[src/rtl/rxr_pkg.sv]
package rxr_pkg;
    localparam int WORD_W     = 32;
    localparam int LEN_W      = 11;
    localparam int PORT_W     = 3;
    localparam int BUF_ADDR_W = 25;
    localparam int OWN_BIT    = 31;
    localparam int WRAP_BIT   = 28;
    localparam int EXT_EN_BIT = 31;
    localparam int LEN_LSB    = 16;
    localparam int PORT_LSB   = 12;
    localparam int IPF_BIT    = 3;
    localparam int VTAG_BIT   = 2;
    localparam int PTYPE_W    = 2;

    typedef enum logic [2:0] {
        ST_IDLE,
        ST_FETCH_B1,
        ST_FETCH_B2,
        ST_FETCH_LEN,
        ST_MOVE,
        ST_DISCARD,
        ST_PUT_STATUS,
        ST_RELEASE
    } rx_state_e;

    typedef struct packed {
        logic [PORT_W-1:0]  port;
        logic [LEN_W-1:0]   len;
        logic               vtag;
        logic               ipfail;
        logic [PTYPE_W-1:0] ptype;
    } rx_hdr_t;

    function automatic logic [WORD_W-1:0] pack_status(input rx_hdr_t h,
                                                      input logic [LEN_W-1:0] stored);
        logic [WORD_W-1:0] w;
        w                        = '0;
        w[LEN_LSB +: LEN_W]      = stored;
        w[PORT_LSB +: PORT_W]    = h.port;
        w[IPF_BIT]               = h.ipfail;
        w[VTAG_BIT]              = h.vtag;
        w[PTYPE_W-1:0]           = h.ptype;
        return w;
    endfunction
endpackage

[src/rtl/rxr_ring_ptr.sv]
module rxr_ring_ptr #(
    parameter int ADDR_W = 32,
    parameter int OFF_W  = 12
) (
    input  logic              clk,
    input  logic              rst_n,
    input  logic [ADDR_W-1:0] ring_base,
    input  logic              step,
    input  logic              wrap,
    output logic [ADDR_W-1:0] desc_addr
);
    localparam int STRIDE = 16;

    logic [OFF_W-1:0] off_q;

    always_ff @(posedge clk or negedge rst_n) begin
        if (!rst_n) begin
            off_q <= '0;
        end else if (step) begin
            off_q <= wrap ? '0 : off_q + OFF_W'(STRIDE);
        end
    end

    assign desc_addr = ring_base + ADDR_W'(off_q);
endmodule

[src/rtl/rxr_place.sv]
module rxr_place
    import rxr_pkg::*;
#(
    parameter int ADDR_W = 32,
    parameter int IDX_W  = LEN_W - 1
) (
    input  logic [BUF_ADDR_W-1:0] buf1_base,
    input  logic [BUF_ADDR_W-1:0] buf2_base,
    input  logic                  ext_en,
    input  logic [LEN_W-1:0]      cap1,
    input  logic [LEN_W-1:0]      cap2,
    input  logic [LEN_W-1:0]      frame_len,
    input  logic [IDX_W-1:0]      word_idx,
    output logic [LEN_W-1:0]      keep_len,
    output logic                  word_keep,
    output logic [ADDR_W-1:0]     word_addr
);
    localparam int CAP_W = LEN_W + 1;

    logic [CAP_W-1:0] cap_first;
    logic [CAP_W-1:0] cap_second;
    logic [CAP_W-1:0] cap_total;
    logic [CAP_W-1:0] byte_off;
    logic             in_first;

    assign cap_first  = CAP_W'(cap1);
    assign cap_second = ext_en ? CAP_W'(cap2) : '0;
    assign cap_total  = cap_first + cap_second;
    assign byte_off   = CAP_W'({word_idx, 2'b00});

    always_comb begin
        if (CAP_W'(frame_len) > cap_total) begin
            keep_len = cap_total[LEN_W-1:0];
        end else begin
            keep_len = frame_len;
        end
    end

    assign word_keep = byte_off < CAP_W'(keep_len);
    assign in_first  = byte_off < cap_first;

    always_comb begin
        if (in_first) begin
            word_addr = ADDR_W'(buf1_base) + ADDR_W'(byte_off);
        end else begin
            word_addr = ADDR_W'(buf2_base) + ADDR_W'(byte_off - cap_first);
        end
    end
endmodule

[src/rtl/rxr_ctrl.sv]
module rxr_ctrl
    import rxr_pkg::*;
#(
    parameter int ADDR_W = 32,
    parameter int IDX_W  = LEN_W - 1
) (
    input  logic                  clk,
    input  logic                  rst_n,
    input  logic                  fs_valid,
    input  logic                  fs_last,
    input  logic [WORD_W-1:0]     fs_data,
    input  rx_hdr_t               hdr_in,
    output logic                  fs_ready,
    input  logic [ADDR_W-1:0]     desc_addr,
    input  logic [LEN_W-1:0]      keep_len,
    input  logic                  word_keep,
    input  logic [ADDR_W-1:0]     word_addr,
    output logic [IDX_W-1:0]      word_idx,
    output logic [LEN_W-1:0]      frame_len,
    output logic [BUF_ADDR_W-1:0] buf1_base,
    output logic [BUF_ADDR_W-1:0] buf2_base,
    output logic                  ext_en,
    output logic [LEN_W-1:0]      cap1,
    output logic [LEN_W-1:0]      cap2,
    output logic                  ring_step,
    output logic                  ring_wrap,
    output logic                  mem_req,
    output logic                  mem_we,
    output logic [ADDR_W-1:0]     mem_addr,
    output logic [WORD_W-1:0]     mem_wdata,
    input  logic [WORD_W-1:0]     mem_rdata,
    output logic                  irq_done,
    output logic                  irq_nodesc
);
    localparam logic [ADDR_W-1:0] OFS_EXT  = ADDR_W'(4);
    localparam logic [ADDR_W-1:0] OFS_SIZE = ADDR_W'(8);
    localparam logic [ADDR_W-1:0] OFS_STAT = ADDR_W'(12);
    localparam logic [IDX_W-1:0]  IDX_MAX  = '1;

    rx_state_e             state_q, state_d;
    rx_hdr_t               hdr_q;
    logic [WORD_W-1:0]     buf1_q;
    logic [BUF_ADDR_W-1:0] buf2_q;
    logic                  ext_q;
    logic [LEN_W-1:0]      cap1_q, cap2_q;
    logic [IDX_W-1:0]      idx_q;
    logic                  owned;
    logic                  beat;

    assign owned = buf1_q[OWN_BIT];
    assign beat  = fs_valid && fs_ready;

    // state register
    always_ff @(posedge clk or negedge rst_n) begin
        if (!rst_n) begin
            state_q <= ST_IDLE;
        end else begin
            state_q <= state_d;
        end
    end

    // transitions
    always_comb begin
        state_d = state_q;
        unique case (state_q)
            ST_IDLE:       if (fs_valid) state_d = ST_FETCH_B1;
            ST_FETCH_B1:   state_d = ST_FETCH_B2;
            ST_FETCH_B2:   state_d = ST_FETCH_LEN;
            ST_FETCH_LEN:  state_d = owned ? ST_MOVE : ST_DISCARD;
            ST_MOVE:       if (fs_valid && fs_last) state_d = ST_PUT_STATUS;
            ST_DISCARD:    if (fs_valid && fs_last) state_d = ST_IDLE;
            ST_PUT_STATUS: state_d = ST_RELEASE;
            ST_RELEASE:    state_d = ST_IDLE;
            default:       state_d = ST_IDLE;
        endcase
    end

    // outputs
    always_comb begin
        fs_ready   = 1'b0;
        mem_req    = 1'b0;
        mem_we     = 1'b0;
        mem_addr   = desc_addr;
        mem_wdata  = '0;
        irq_done   = 1'b0;
        irq_nodesc = 1'b0;
        ring_step  = 1'b0;
        ring_wrap  = 1'b0;
        unique case (state_q)
            ST_IDLE: begin
                mem_req = fs_valid;
            end
            ST_FETCH_B1: begin
                mem_req  = 1'b1;
                mem_addr = desc_addr + OFS_EXT;
            end
            ST_FETCH_B2: begin
                mem_req  = 1'b1;
                mem_addr = desc_addr + OFS_SIZE;
            end
            ST_FETCH_LEN: begin
                irq_nodesc = !owned;
            end
            ST_MOVE: begin
                fs_ready  = 1'b1;
                mem_req   = fs_valid && word_keep;
                mem_we    = 1'b1;
                mem_addr  = word_addr;
                mem_wdata = fs_data;
            end
            ST_DISCARD: begin
                fs_ready = 1'b1;
            end
            ST_PUT_STATUS: begin
                mem_req   = 1'b1;
                mem_we    = 1'b1;
                mem_addr  = desc_addr + OFS_STAT;
                mem_wdata = pack_status(hdr_q, keep_len);
            end
            ST_RELEASE: begin
                mem_req            = 1'b1;
                mem_we             = 1'b1;
                mem_wdata          = buf1_q;
                mem_wdata[OWN_BIT] = 1'b0;
                irq_done           = 1'b1;
                ring_step          = 1'b1;
                ring_wrap          = buf1_q[WRAP_BIT];
            end
            default: ;
        endcase
    end

    // descriptor and frame context
    always_ff @(posedge clk or negedge rst_n) begin
        if (!rst_n) begin
            hdr_q  <= '0;
            buf1_q <= '0;
            buf2_q <= '0;
            ext_q  <= 1'b0;
            cap1_q <= '0;
            cap2_q <= '0;
            idx_q  <= '0;
        end else begin
            unique case (state_q)
                ST_IDLE: begin
                    if (fs_valid) begin
                        hdr_q <= hdr_in;
                        idx_q <= '0;
                    end
                end
                ST_FETCH_B1: buf1_q <= mem_rdata;
                ST_FETCH_B2: begin
                    buf2_q <= mem_rdata[BUF_ADDR_W-1:0];
                    ext_q  <= mem_rdata[EXT_EN_BIT];
                end
                ST_FETCH_LEN: begin
                    cap1_q <= mem_rdata[LEN_W-1:0];
                    cap2_q <= mem_rdata[LEN_LSB +: LEN_W];
                end
                ST_MOVE: begin
                    if (beat && idx_q != IDX_MAX) begin
                        idx_q <= idx_q + 1'b1;
                    end
                end
                default: ;
            endcase
        end
    end

    assign word_idx  = idx_q;
    assign frame_len = hdr_q.len;
    assign buf1_base = buf1_q[BUF_ADDR_W-1:0];
    assign buf2_base = buf2_q;
    assign ext_en    = ext_q;
    assign cap1      = cap1_q;
    assign cap2      = cap2_q;
endmodule

[src/rtl/rxr_dma_writer.sv]
module rxr_dma_writer
    import rxr_pkg::*;
#(
    parameter int ADDR_W = 32,
    parameter int OFF_W  = 12
) (
    input  logic               clk,
    input  logic               rst_n,
    input  logic [ADDR_W-1:0]  ring_base,
    input  logic               fs_valid,
    output logic               fs_ready,
    input  logic [WORD_W-1:0]  fs_data,
    input  logic               fs_last,
    input  logic [PORT_W-1:0]  fs_src_port,
    input  logic [LEN_W-1:0]   fs_len,
    input  logic               fs_vlan_tag,
    input  logic               fs_ip_csum_bad,
    input  logic [PTYPE_W-1:0] fs_pkt_type,
    output logic               mem_req,
    output logic               mem_we,
    output logic [ADDR_W-1:0]  mem_addr,
    output logic [WORD_W-1:0]  mem_wdata,
    input  logic [WORD_W-1:0]  mem_rdata,
    output logic               irq_rx_done,
    output logic               irq_no_desc
);
    localparam int IDX_W = LEN_W - 1;

    rx_hdr_t               hdr_in;
    logic [ADDR_W-1:0]     desc_addr;
    logic                  ring_step, ring_wrap;
    logic [IDX_W-1:0]      word_idx;
    logic [LEN_W-1:0]      frame_len, keep_len, cap1, cap2;
    logic [BUF_ADDR_W-1:0] buf1_base, buf2_base;
    logic                  ext_en, word_keep;
    logic [ADDR_W-1:0]     word_addr;

    assign hdr_in = '{port: fs_src_port, len: fs_len, vtag: fs_vlan_tag,
                      ipfail: fs_ip_csum_bad, ptype: fs_pkt_type};

    rxr_ring_ptr #(.ADDR_W(ADDR_W), .OFF_W(OFF_W)) u_ptr (
        .clk       (clk),
        .rst_n     (rst_n),
        .ring_base (ring_base),
        .step      (ring_step),
        .wrap      (ring_wrap),
        .desc_addr (desc_addr)
    );

    rxr_place #(.ADDR_W(ADDR_W), .IDX_W(IDX_W)) u_place (
        .buf1_base (buf1_base),
        .buf2_base (buf2_base),
        .ext_en    (ext_en),
        .cap1      (cap1),
        .cap2      (cap2),
        .frame_len (frame_len),
        .word_idx  (word_idx),
        .keep_len  (keep_len),
        .word_keep (word_keep),
        .word_addr (word_addr)
    );

    rxr_ctrl #(.ADDR_W(ADDR_W), .IDX_W(IDX_W)) u_ctrl (
        .clk        (clk),
        .rst_n      (rst_n),
        .fs_valid   (fs_valid),
        .fs_last    (fs_last),
        .fs_data    (fs_data),
        .hdr_in     (hdr_in),
        .fs_ready   (fs_ready),
        .desc_addr  (desc_addr),
        .keep_len   (keep_len),
        .word_keep  (word_keep),
        .word_addr  (word_addr),
        .word_idx   (word_idx),
        .frame_len  (frame_len),
        .buf1_base  (buf1_base),
        .buf2_base  (buf2_base),
        .ext_en     (ext_en),
        .cap1       (cap1),
        .cap2       (cap2),
        .ring_step  (ring_step),
        .ring_wrap  (ring_wrap),
        .mem_req    (mem_req),
        .mem_we     (mem_we),
        .mem_addr   (mem_addr),
        .mem_wdata  (mem_wdata),
        .mem_rdata  (mem_rdata),
        .irq_done   (irq_rx_done),
        .irq_nodesc (irq_no_desc)
    );
endmodule

[config.mk]
export PLATFORM = sky130hd
export DESIGN_NAME = rxr_dma_writer
export DESIGN_NICKNAME = d
export VERILOG_FILES = /design/src/rtl/rxr_pkg.sv /design/src/rtl/rxr_ring_ptr.sv /design/src/rtl/rxr_place.sv /design/src/rtl/rxr_ctrl.sv /design/src/rtl/rxr_dma_writer.sv
export SDC_FILE = /design/constraint.sdc
export NUM_CORES = 1
export LEC_CHECK = 0
export BUFFER_PORTS_ARGS = -buffer_cell sky130_fd_sc_hd__buf_2
export CAP_MARGIN = 20
export CORE_MARGIN = 2
export CORE_UTILIZATION = 45
export CTS_CLUSTER_SIZE = 24
export DETAILED_ROUTE_END_ITERATION = 16
export PLACE_DENSITY_LB_ADDON = 0.15
export REMOVE_ABC_BUFFERS = 1
export SLEW_MARGIN = 20
export SYNTH_ARGS = -nofsm -noshare
export SYNTH_HDL_FRONTEND = slang
export SYNTH_SLANG_ARGS = --single-unit
[constraint.sdc]
create_clock -name clk -period 6.45 [get_ports clk]
set_input_delay 0.3225 -clock clk [delete_from_list [all_inputs] [get_ports clk]]
set_output_delay 0.3225 -clock clk [all_outputs]
set_load 0.01 [all_outputs]
==> metrics.txt, run 1 <==
layout cell share with drive strength beyond 1 19.06%; Initial DRC Count 1173; top routing layer used met4; commonest non-fill, non-tap cell in the layout nand2_1; Final Power 7.781 mW; die area 27340 um^2; # port buffers 186; f_max 0.1629 GHz; largest net degree at the start of global routing 69; Reg clk slew, reported paths 0.07 ns; DR WL met3 3206 um; # diodes 0; async set or reset register ratio after synthesis 100.0%; Final period util 95.16%; hold endpoint u_ctrl.buf1_q[30]; clk root buf clkbuf_16; GR Util All Layers 30.35%; register area share after synthesis 25.42%; initial antenna violation count 0; Pint 3.865 mW; die width 165.4 um; Synth area leader dfrtp_1; vias in the first global route 11340; worst-case clock skew 0.008231 ns; Mean Syn Cell Area 7.663 um^2; TritonRoute pass-1 iters 5; critical path's slowest cell dfrtp_2; Sw Ratio 50.33%; largest cells by area after synthesis dfrtp_1, ha_1, nand2_1, a21oi_1, xnor2_1; CTS buffer count 17; placed wire-length estimate 30900 um; Final Slew Violations 0; Initial Utilization 45.35%; Clk pwr share 12.3%; relative slew slack 28.34%; DR WL met2 18050 um; power per cell area 570.4 nW/um^2; Avg Vias per Cell 5.944; Max-cap violations 0; cell count after synthesis 1529; r2r worst-path depth 6; EDFF count, synth 0; clock buffer depth 2; global route overflow 0; CTS tree yes; remaining antenna violation count 0; # setup viols final 0; P&R area growth vs syn 16.42%; Vias 12160; min cycle time layout 6.138 ns; IO Pins 187; post-synthesis compound-gate area fraction 22.28%; top cell type's share of synthesized area 25.42%; hold path cells 3; RR Startpoint u_ctrl.state_q[1]; share of synthesized area spent on multiplexers 4.699%; peak supply drop 0.4755 mV; Flop pwr share 18.8%; Static Leak 6.325 nW; crit path kind reg -> out; worst skew pair latency 0.43 ns; WP data arrival 5.82 ns; Sw Pwr 3.916 mW; number of cell rows 59; GPL Wtd Cong 0.9688; fillers 2575; Synth Area in XOR/XNOR 7.828%; final WL 41190 um; first-pass GRT wire length 63620 um; Synth Register Bits 119; post-synthesis simple-gate area fraction 25.48%; Fin. Hold Viols 0; Logic pwr share 69.0%; R2R Setup Slk 3.25 ns; WL/cell 20.14 um; Die H 165.4 um; Critical Path RT 6.13 ns; core area 25840 um^2; design area 13640 um^2; HP Class in -> reg; layout net count 1909; Post-DP Area 13000 um^2; crit path capture type output port; Crit Reg-Reg Endpoint u_ptr.off_q[6]; H-tree Lvls 4; Synth Cell Area 11720 um^2; Synth Flop Type dfrtp_1; final design utilization 52.79%; Setup crit start kind flip-flop; adder-cell share of the synthesized area 10.29%; largest family of logic cells by synthesized area simple AND/OR/NAND/NOR gates; Netlist cell types 82; most frequent cells in the layout nand2_1, buf_2, nor2_1, dfrtp_1, a21oi_1; number of remaining DRC errors 0; clock sinks 119; cell mode on critical path a21o_1; Hold Crit Start mem_rdata[30]; slowest stage delay, CP 0.45 ns; metal1 wirelength 18930 um; outcome complete, no violations; Worst Tran Pin Value 1.074 ns; Synth Warn # 0; Crit Path Max Fanout 10
-- kinds of logic after synthesis --
kind of cell,after synthesis
compound gates,406
xor+xnor,103
mux,50
buf+inv,122
flops,119
simple gates,635
fa+ha+maj,94
-- cells in the mapped netlist, types with 7 or more instances --
| master | instances |
|---|---|
| a22o_1 | 14 |
| nand2_1 | 269 |
| mux2i_1 | 10 |
| o221ai_1 | 7 |
| a21oi_1 | 118 |
| nand3_1 | 46 |
| or3_1 | 12 |
| ha_1 | 90 |
| xnor2_1 | 65 |
| a22oi_1 | 8 |
| clkbuf_1 | 50 |
| inv_1 | 53 |
| buf_1 | 12 |
| a21o_1 | 25 |
| and3_1 | 23 |
| a211oi_1 | 13 |
| nor2_1 | 138 |
| o22ai_1 | 12 |
| nor3_1 | 44 |
| mux2_2 | 40 |
| and2_1 | 15 |
| xor2_1 | 36 |
| nand4_1 | 20 |
| nor4_1 | 7 |
| a32o_1 | 9 |
| o21ai_1 | 8 |
| a31oi_1 | 21 |
| nand2b_1 | 12 |
| o21bai_1 | 8 |
| nor2b_1 | 8 |
| o21ai_0 | 90 |
| o211ai_1 | 9 |
| o21a_1 | 15 |
| dfrtp_1 | 119 |
-- area by class of cell --
cell class | instances | area [um^2] | share of cell area [%]
Multi-Input combinational cell | 1288 | 8307 | 60.90
Timing Repair Buffer | 215 | 1154 | 8.457
Tap cell | 335 | 419.2 | 3.073
Clock inverter | 15 | 145.1 | 1.064
Clock buffer | 17 | 425.4 | 3.119
Inverter | 56 | 210.2 | 1.541
Sequential cell | 119 | 2980 | 21.85
-- power groups by stage --
stage	Combinational, mW	Clock [mW]	Sequential, mW
3_3_place_gp	5.09	0	1.46
2_1_floorplan	3.61	0	1.38
5_1_grt	5.90	1.00	1.50
4_1_cts	5.20	0.964	1.46
6_report	5.36	0.955	1.46
3_5_place_dp	5.15	0	1.47
-- repair_timing --
action,CTS,global route
hold endpoints to repair,51,0
gates cloned,0,0
hold buffers,1,0
buffers inserted,0,6
endpoints found under the setup margin,1,1
gates resized for setup,2,5
pin swaps,0,1
-- critical path: cells and delay by family (launching register included) --
family	cells	cell delay, ns
AOI/OAI and AO/OA	15	2.51
xor gates and xnor gates	1	0.11
adders and majority gates	4	1.12
buffers and inverters	1	0.14
DFF	1	0.45
muxes	1	0.30
and+or+nand+nor	3	0.77
-- worst max path at each step --
stage / startpoint / cells after the start / endpoint
floorplan: u_ctrl.ext_en / 25 / mem_req
global placement: u_ctrl.ext_en / 26 / mem_req
detailed placement: u_ctrl.ext_en / 26 / mem_req
CTS: u_ctrl.ext_en / 25 / mem_req
global route: u_ctrl.ext_en / 25 / mem_req
finish: u_ctrl.ext_en / 25 / mem_req
-- metal layers --
metal / up-vias / GRT usage [%]
met3: 76 / 5.819
met5: - / 0
met4: 0 / 9.169
met1: 5716 / 42.85
li1: 5832 / -
met2: 532 / 47.03
-- registers in the layout, indices dropped and copies added, names as in the netlist, 7 cells and up --
register	flops
u_ctrl.buf1_q	32
u_ctrl.buf2_base	25
u_ctrl.cap1	11
u_ctrl.cap2	11
u_ctrl.frame_len	11
u_ctrl.hdr_q	7
u_ctrl.word_idx	10
u_ptr.off_q	8
-- stage by stage --
stage	hold slack (ns)	TNS (ns)	cells	setup WS, ns
floorplan	0.02691	0	1463	1.037
detailed placement	0.4184	0	2006	0.3157
finish	0.08595	0	2045	0.3120
CTS	0.07714	0	2039	0.01689
global placement	0.4206	0	2006	0.4583
global route	0.09055	-0.02005	2045	-0.02005
No activity file was read; power rests on OpenSTA's default activity.
==> run 2, diff against run 1 <==
--- a/config.mk
+++ b/config.mk
@@ -11,7 +11,7 @@
 export CORE_UTILIZATION = 45
 export CTS_CLUSTER_SIZE = 24
 export DETAILED_ROUTE_END_ITERATION = 16
-export PLACE_DENSITY_LB_ADDON = 0.15
+export PLACE_DENSITY = 0.75
 export REMOVE_ABC_BUFFERS = 1
 export SLEW_MARGIN = 20
 export SYNTH_ARGS = -nofsm -noshare
==> constraint.sdc (replaced) <==
create_clock -name clk -period 5.31 [get_ports clk]
set_input_delay 0.2655 -clock clk [delete_from_list [all_inputs] [get_ports clk]]
set_output_delay 0.2655 -clock clk [all_outputs]
set_load 0.01 [all_outputs]
==> run 2 against run 1 <==
The flow now finishes with violations (negative hold slack, negative setup slack). Cell count rose by 3.5%. Final area rose by 7.1%. Total power rose by 41%. Sequential share of layout area fell by 1.5 points. Clock power rose by 21%. Global-route usage fell by 0.37 points. Combinational power rose by 50%. Critical path type unchanged.
==> metrics.txt, run 2 (synthesis results as in run 1) <==
layout net count 1980 (was 1909); # setup viols final 1 (was 0); failing checks negative hold slack, negative setup slack; GR Util All Layers 29.98% (was 30.35%); Post-DP Area 13350 um^2 (was 13000 um^2); worst hold slack -0.01346 ns (was 0.08595 ns); Final Slew Violations 0 (unchanged); Final Power 10.95 mW (was 7.781 mW); crit path capture type output port (unchanged); max reg flops 32 (unchanged); setup TNS -0.4024 ns (was 0 ns); # diodes 0 (unchanged); global route overflow 0 (unchanged); critical path's slowest cell dfrtp_1 (was dfrtp_2); GPL Wtd Cong 0.9792 (was 0.9688); worst-case clock skew 0.01299 ns (was 0.008231 ns); placed wire-length estimate 30840 um (was 30900 um); TritonRoute pass-1 iters 6 (was 5); CTS tree yes (unchanged); f_max 0.1751 GHz; clock sinks 119 (unchanged); Final WS setup -0.4024 ns (was 0.3120 ns); slowest stage delay, CP 0.37 ns (was 0.45 ns); HP Class in -> async (was in -> reg); WL/cell 19.71 um (was 20.14 um); Initial Utilization 45.35% (unchanged); relative slew slack 35.18% (was 28.34%); most frequent cells in the layout nand2_1, buf_2, nor2_1, dfrtp_1, a21oi_1 (unchanged); remaining antenna violation count 0 (unchanged); Avg Vias per Cell 5.988 (was 5.944); power per cell area 749.1 nW/um^2 (was 570.4 nW/um^2); clk root buf clkbuf_16 (unchanged); WP data arrival 5.45 ns (was 5.82 ns); P&R area growth vs syn 24.71% (was 16.42%); RSZ-0062 raised after global routing yes; Critical Path RT 5.04 ns (was 6.13 ns); Final period util 107.6%; die area 27340 um^2 (unchanged); Vias 12670 (was 12160); die width 165.4 um (unchanged); core area 25840 um^2 (unchanged); Reg clk slew, reported paths 0.07 ns (about the same); initial antenna violation count 0 (unchanged); layout cell share with drive strength beyond 1 25.72% (was 19.06%); Initial DRC Count 1273 (was 1173); largest net degree at the start of global routing 76 (was 69); IO Pins 187 (unchanged); # port buffers 186 (unchanged); Crit Path Max Fanout 7 (was 10); Fin. Hold Viols 19 (was 0); Die H 165.4 um (unchanged); Static Leak 6.767 nW (was 6.325 nW); CP top delay family compound AO/OA/AOI/OAI gates (unchanged); CTS buffer count 17 (unchanged); H-tree Lvls 4 (unchanged); min cycle time layout 5.712 ns; commonest non-fill, non-tap cell in the layout nand2_1 (unchanged); Max-cap violations 0 (unchanged); crit path kind reg -> out (unchanged); first-pass GRT wire length 63130 um (was 63620 um); vias in the first global route 11610 (was 11340); clock buffer depth 2 (unchanged); most flop-heavy register u_ctrl.buf1_q (unchanged); Setup crit start kind flip-flop (unchanged); final WL 41700 um (was 41190 um); number of remaining DRC errors 0 (unchanged); worst skew pair latency 0.44 ns (was 0.43 ns); design area 14610 um^2 (was 13640 um^2); outcome complete, but fails checks (was complete, no violations); Worst Tran Pin Value 0.9699 ns (was 1.074 ns); Worst Path Buf+Inv 2 (was 1); number of cell rows 59 (unchanged); peak supply drop 0.3932 mV (was 0.4755 mV); cts hold-fix bufs 0 (was 1)
[run 2: cell count changes in the layout (fill, tap and decap cells not counted), moves of 8 or more]
| cell | before | now |
|---|---|---|
| a21oi_1 | 116 | 105 |
| a21oi_2 | 2 | 12 |
| buf_4 | 29 | 100 |
| ha_1 | 90 | 77 |
| ha_4 | 0 | 8 |
[run 2: path summary, 6_finish.rpt]
path	to	slack, ns	startpoint	cells past startpoint
setup / recovery	mem_req	-0.40	u_ctrl.cap2[0]	25
hold / removal	u_ctrl.buf2_base[1]	-0.01	rst_n	1
setup reg to reg	u_ctrl.word_idx[9]	2.15	u_ctrl.state_q[1]	8
hold reg to reg	u_ctrl.buf1_q[25]	0.48	u_ctrl.buf1_q[25]	2
max in group asynchronous	u_ctrl.state_q[1]	4.12	rst_n	2
min in group clk	u_ctrl.buf1_q[30]	0.02	mem_rdata[30]	3
[run 2: metrics by stage]
step | setup WS (ns) | utilization [%] | instances
floorplan | -0.04629 | - | 1463
global placement | -0.2132 | 51.67 | 2053
detailed placement | -0.2779 | 51.67 | 2053
CTS | -0.2286 | 55.05 | 2105
global route | -0.5482 | 56.55 | 2116
finish | -0.4024 | 56.55 | 2116
[run 2: where the power goes]
group          switching, mW  internal, mW
Sequential             0.443          1.32
Clock                  0.537         0.623
Combinational           4.34          3.69
[run 2: layer usage]
layer / GRT usage (%) / wire length, um
met4: 11.68 / 1559
met2: 47.29 / 18680
met1: 41.34 / 18090
met5: 0 / 0
met3: 4.570 / 3363
[run 2: cell type report]
cell class | instances | area [um^2]
well taps | 335 | 419.2
flip-flops and latches | 119 | 2980
multi-input cells | 1288 | 8735
clock buffers | 17 | 425.4
clock inverters | 15 | 151.4
inverters | 56 | 212.7
fillers | 2332 | 11230
repair buffers | 286 | 1688
[run 2: what timing repair did]
| item | CTS | global route |
|---|---|---|
| pin swaps | 19 | 33 |
| gates resized for setup | 38 | 55 |
| buffers inserted | 20 | 12 |
| setup endpoints to repair | 16 | 19 |
==> run 3, diff against run 2 <==
--- a/config.mk
+++ b/config.mk
@@ -11,6 +11,7 @@
 export CORE_UTILIZATION = 45
 export CTS_CLUSTER_SIZE = 24
 export DETAILED_ROUTE_END_ITERATION = 16
+export GPL_TIMING_DRIVEN = 0
 export PLACE_DENSITY = 0.75
 export REMOVE_ABC_BUFFERS = 1
 export SLEW_MARGIN = 20
==> run 3 against run 2 <==
The run ends with negative setup slack left. Combinational power fell by 8.4%. Non-clock buffer count fell by 37. Setup slack got worse by 0.028 ns. Utilization rose by 0.19 points. Largest cell class unchanged.
==> metrics.txt, run 3 (synthesis results as in run 1) <==
outcome complete, but fails checks (unchanged); failing checks negative setup slack (was negative hold slack, negative setup slack); placed cell count 1995 (was 2053); Crit Path Max Fanout 6 (was 7); Layout Cells excl Fill 2080 (was 2116); most frequent cells in the layout nand2_1, buf_2, nor2_1, a21oi_1, dfrtp_1 (was nand2_1, buf_2, nor2_1, dfrtp_1, a21oi_1); register area 3000 um^2 (was 2980 um^2); Sw Ratio 48.93% (was 48.56%); Final WS setup -0.4307 ns (was -0.4024 ns); IO Pins 187 (unchanged); Final Power 10.45 mW (was 10.95 mW); H-tree Lvls 4 (unchanged); relative slew slack 34.06% (was 35.18%); Initial Utilization 45.35% (unchanged); Pint 5.339 mW (was 5.631 mW); Worst Tran Pin Value 0.9880 ns (was 0.9699 ns); GPL Wtd Cong 0.9743 (was 0.9792); Fin. Hold Viols 0 (was 19); CTS tree yes (unchanged); initial antenna violation count 2 (was 0); fillers 2289 (was 2332); # port buffers 186 (unchanged); Setup crit start kind flip-flop (unchanged); setup TNS -0.4307 ns (was -0.4024 ns); Sw Pwr 5.115 mW (was 5.315 mW); peak supply drop 0.4649 mV (was 0.3932 mV); Static Leak 6.667 nW (was 6.767 nW); Final period util 108.1% (was 107.6%); Initial DRC Count 1331 (was 1273); Critical Path RT 5.04 ns (about the same); placed wire-length estimate 29880 um (was 30840 um); first-pass GRT wire length 63750 um (was 63130 um); max reg flops 32 (unchanged); die area 27340 um^2 (unchanged); power per cell area 713.1 nW/um^2 (was 749.1 nW/um^2); layout cell share with drive strength beyond 1 25.17% (was 25.72%); clock sinks 119 (unchanged); number of remaining DRC errors 0 (unchanged); CTS buffer count 17 (unchanged); number of cell rows 59 (unchanged); multi-input logic area 8808 um^2 (was 8735 um^2); worst-case clock skew 0.01150 ns (was 0.01299 ns); most flop-heavy register u_ctrl.buf1_q (unchanged); clock buffer depth 2 (unchanged); vias in the first global route 12170 (was 11610); critical path's slowest cell dfrtp_2 (was dfrtp_1); global route overflow 0 (unchanged); clk root buf clkbuf_16 (unchanged); crit path capture type output port (unchanged); WL/cell 20.14 um (was 19.71 um); Logic pwr share 70.3% (was 73.3%); f_max 0.1742 GHz (was 0.1751 GHz); Reg clk slew, reported paths 0.07 ns (about the same); worst skew pair latency 0.44 ns (about the same); layout net count 1944 (was 1980); RSZ-0062 raised after global routing yes (unchanged); remaining antenna violation count 0 (unchanged); crit path kind reg -> out (unchanged); die width 165.4 um (unchanged); # setup viols final 1 (unchanged); Avg Vias per Cell 6.149 (was 5.988); HP Class in -> reg (was in -> async); Flop pwr share 17.8% (was 16.1%); pre-CTS setup slack -2.332 ns (was -0.2779 ns); final WL 41890 um (was 41700 um); WP data arrival 5.48 ns (was 5.45 ns); P&R area growth vs syn 25.13% (was 24.71%); Die H 165.4 um (unchanged); slowest stage delay, CP 0.44 ns (was 0.37 ns); TritonRoute pass-1 iters 6 (unchanged); Vias 12790 (was 12670); Max-cap violations 0 (unchanged); commonest non-fill, non-tap cell in the layout nand2_1 (unchanged); cell mode on critical path a21o_1; Clk pwr share 11.9% (was 10.6%); largest net degree at the start of global routing 80 (was 76); GR Util All Layers 30.15% (was 29.98%); core area 25840 um^2 (unchanged); min cycle time layout 5.741 ns (was 5.712 ns); Final Slew Violations 0 (unchanged)
[run 3: changes by cell type in the layout (fill, tap and decap cells not counted), sizes merged]
cell         delta
buf            -38
inv             -6
bufinv          +3
clkbuf          +2
clkinv          +2
clkinvlp        -2
diode           +1
dlygate4sd3     +1
nand2b          +1
[run 3: area by class of cell]
| class | instances | area share [%] |
|---|---|---|
| diodes | 1 | 0.01707 |
| clock buffers | 19 | 3.090 |
| clock inverters | 12 | 1.118 |
| inverters | 56 | 1.494 |
| multi-input cells | 1289 | 60.08 |
| flip-flops and latches | 119 | 20.47 |
| well taps | 335 | 2.859 |
| repair buffers | 249 | 10.87 |
[run 3: layer usage]
layer  vias up  track usage (%)  part of all wire, %
li1       5905                -                    -
met5         -                0                0.064
met3       144            4.620                  9.2
met4         4            14.03                  4.4
met2       632            49.55                   46
met1      6104            39.03                   40
[run 3: critical path, delay by kind of cell (launching register included)]
family	cells	cell delay, ns
buf+inv	3	0.44
compound gates	13	2.23
simple gates	4	0.59
xor+xnor	1	0.22
mux	1	0.33
fa+ha+maj	3	0.78
flops	1	0.44
[run 3: worst paths after layout]
check | slack, ns | cells after the start | to | startpoint
worst max register to register | 1.99 | 5 | u_ctrl.cap2[5] | u_ctrl.state_q[1]
worst max-delay path | -0.43 | 25 | mem_req | u_ctrl.ext_en
worst min-delay path | 0.02 | 3 | u_ctrl.buf1_q[30] | mem_rdata[30]
max in group asynchronous | 4.22 | 3 | u_ctrl.state_q[2] | rst_n
min in group asynchronous | 0.32 | 2 | u_ctrl.cap1[3] | rst_n
worst min register to register | 0.47 | 2 | u_ctrl.buf1_q[26] | u_ctrl.buf1_q[26]
[run 3: metrics by stage]
step | cell area (um^2) | hold WS [ns] | util, %
floorplan | 11460 | -0.03009 | -
global placement | 12810 | 0.4531 | 49.57
detailed placement | 13110 | 0.2176 | 50.74
CTS | 14140 | 0.01519 | 54.71
global route | 14660 | 0.03661 | 56.73
finish | 14660 | 0.01723 | 56.74
[run 3: power by group through the flow]
stage	Clock (mW)	Combinational, mW	Sequential (mW)
floorplan	0	4.39	1.68
global placement	0	5.85	1.91
detailed placement	0	6.25	1.82
CTS	1.24	6.71	1.83
global route	1.28	8.02	1.89
finish	1.24	7.35	1.86
[run 3: timing repair]
action / in CTS / in global routing
setup endpoints to repair: 42 / 19
pin swaps: 19 / 40
cloned: 1 / 0
buffers inserted: 18 / 33
resized for setup: 59 / 56
endpoints found under the hold margin: 40 / 0
hold buffers: 1 / 0
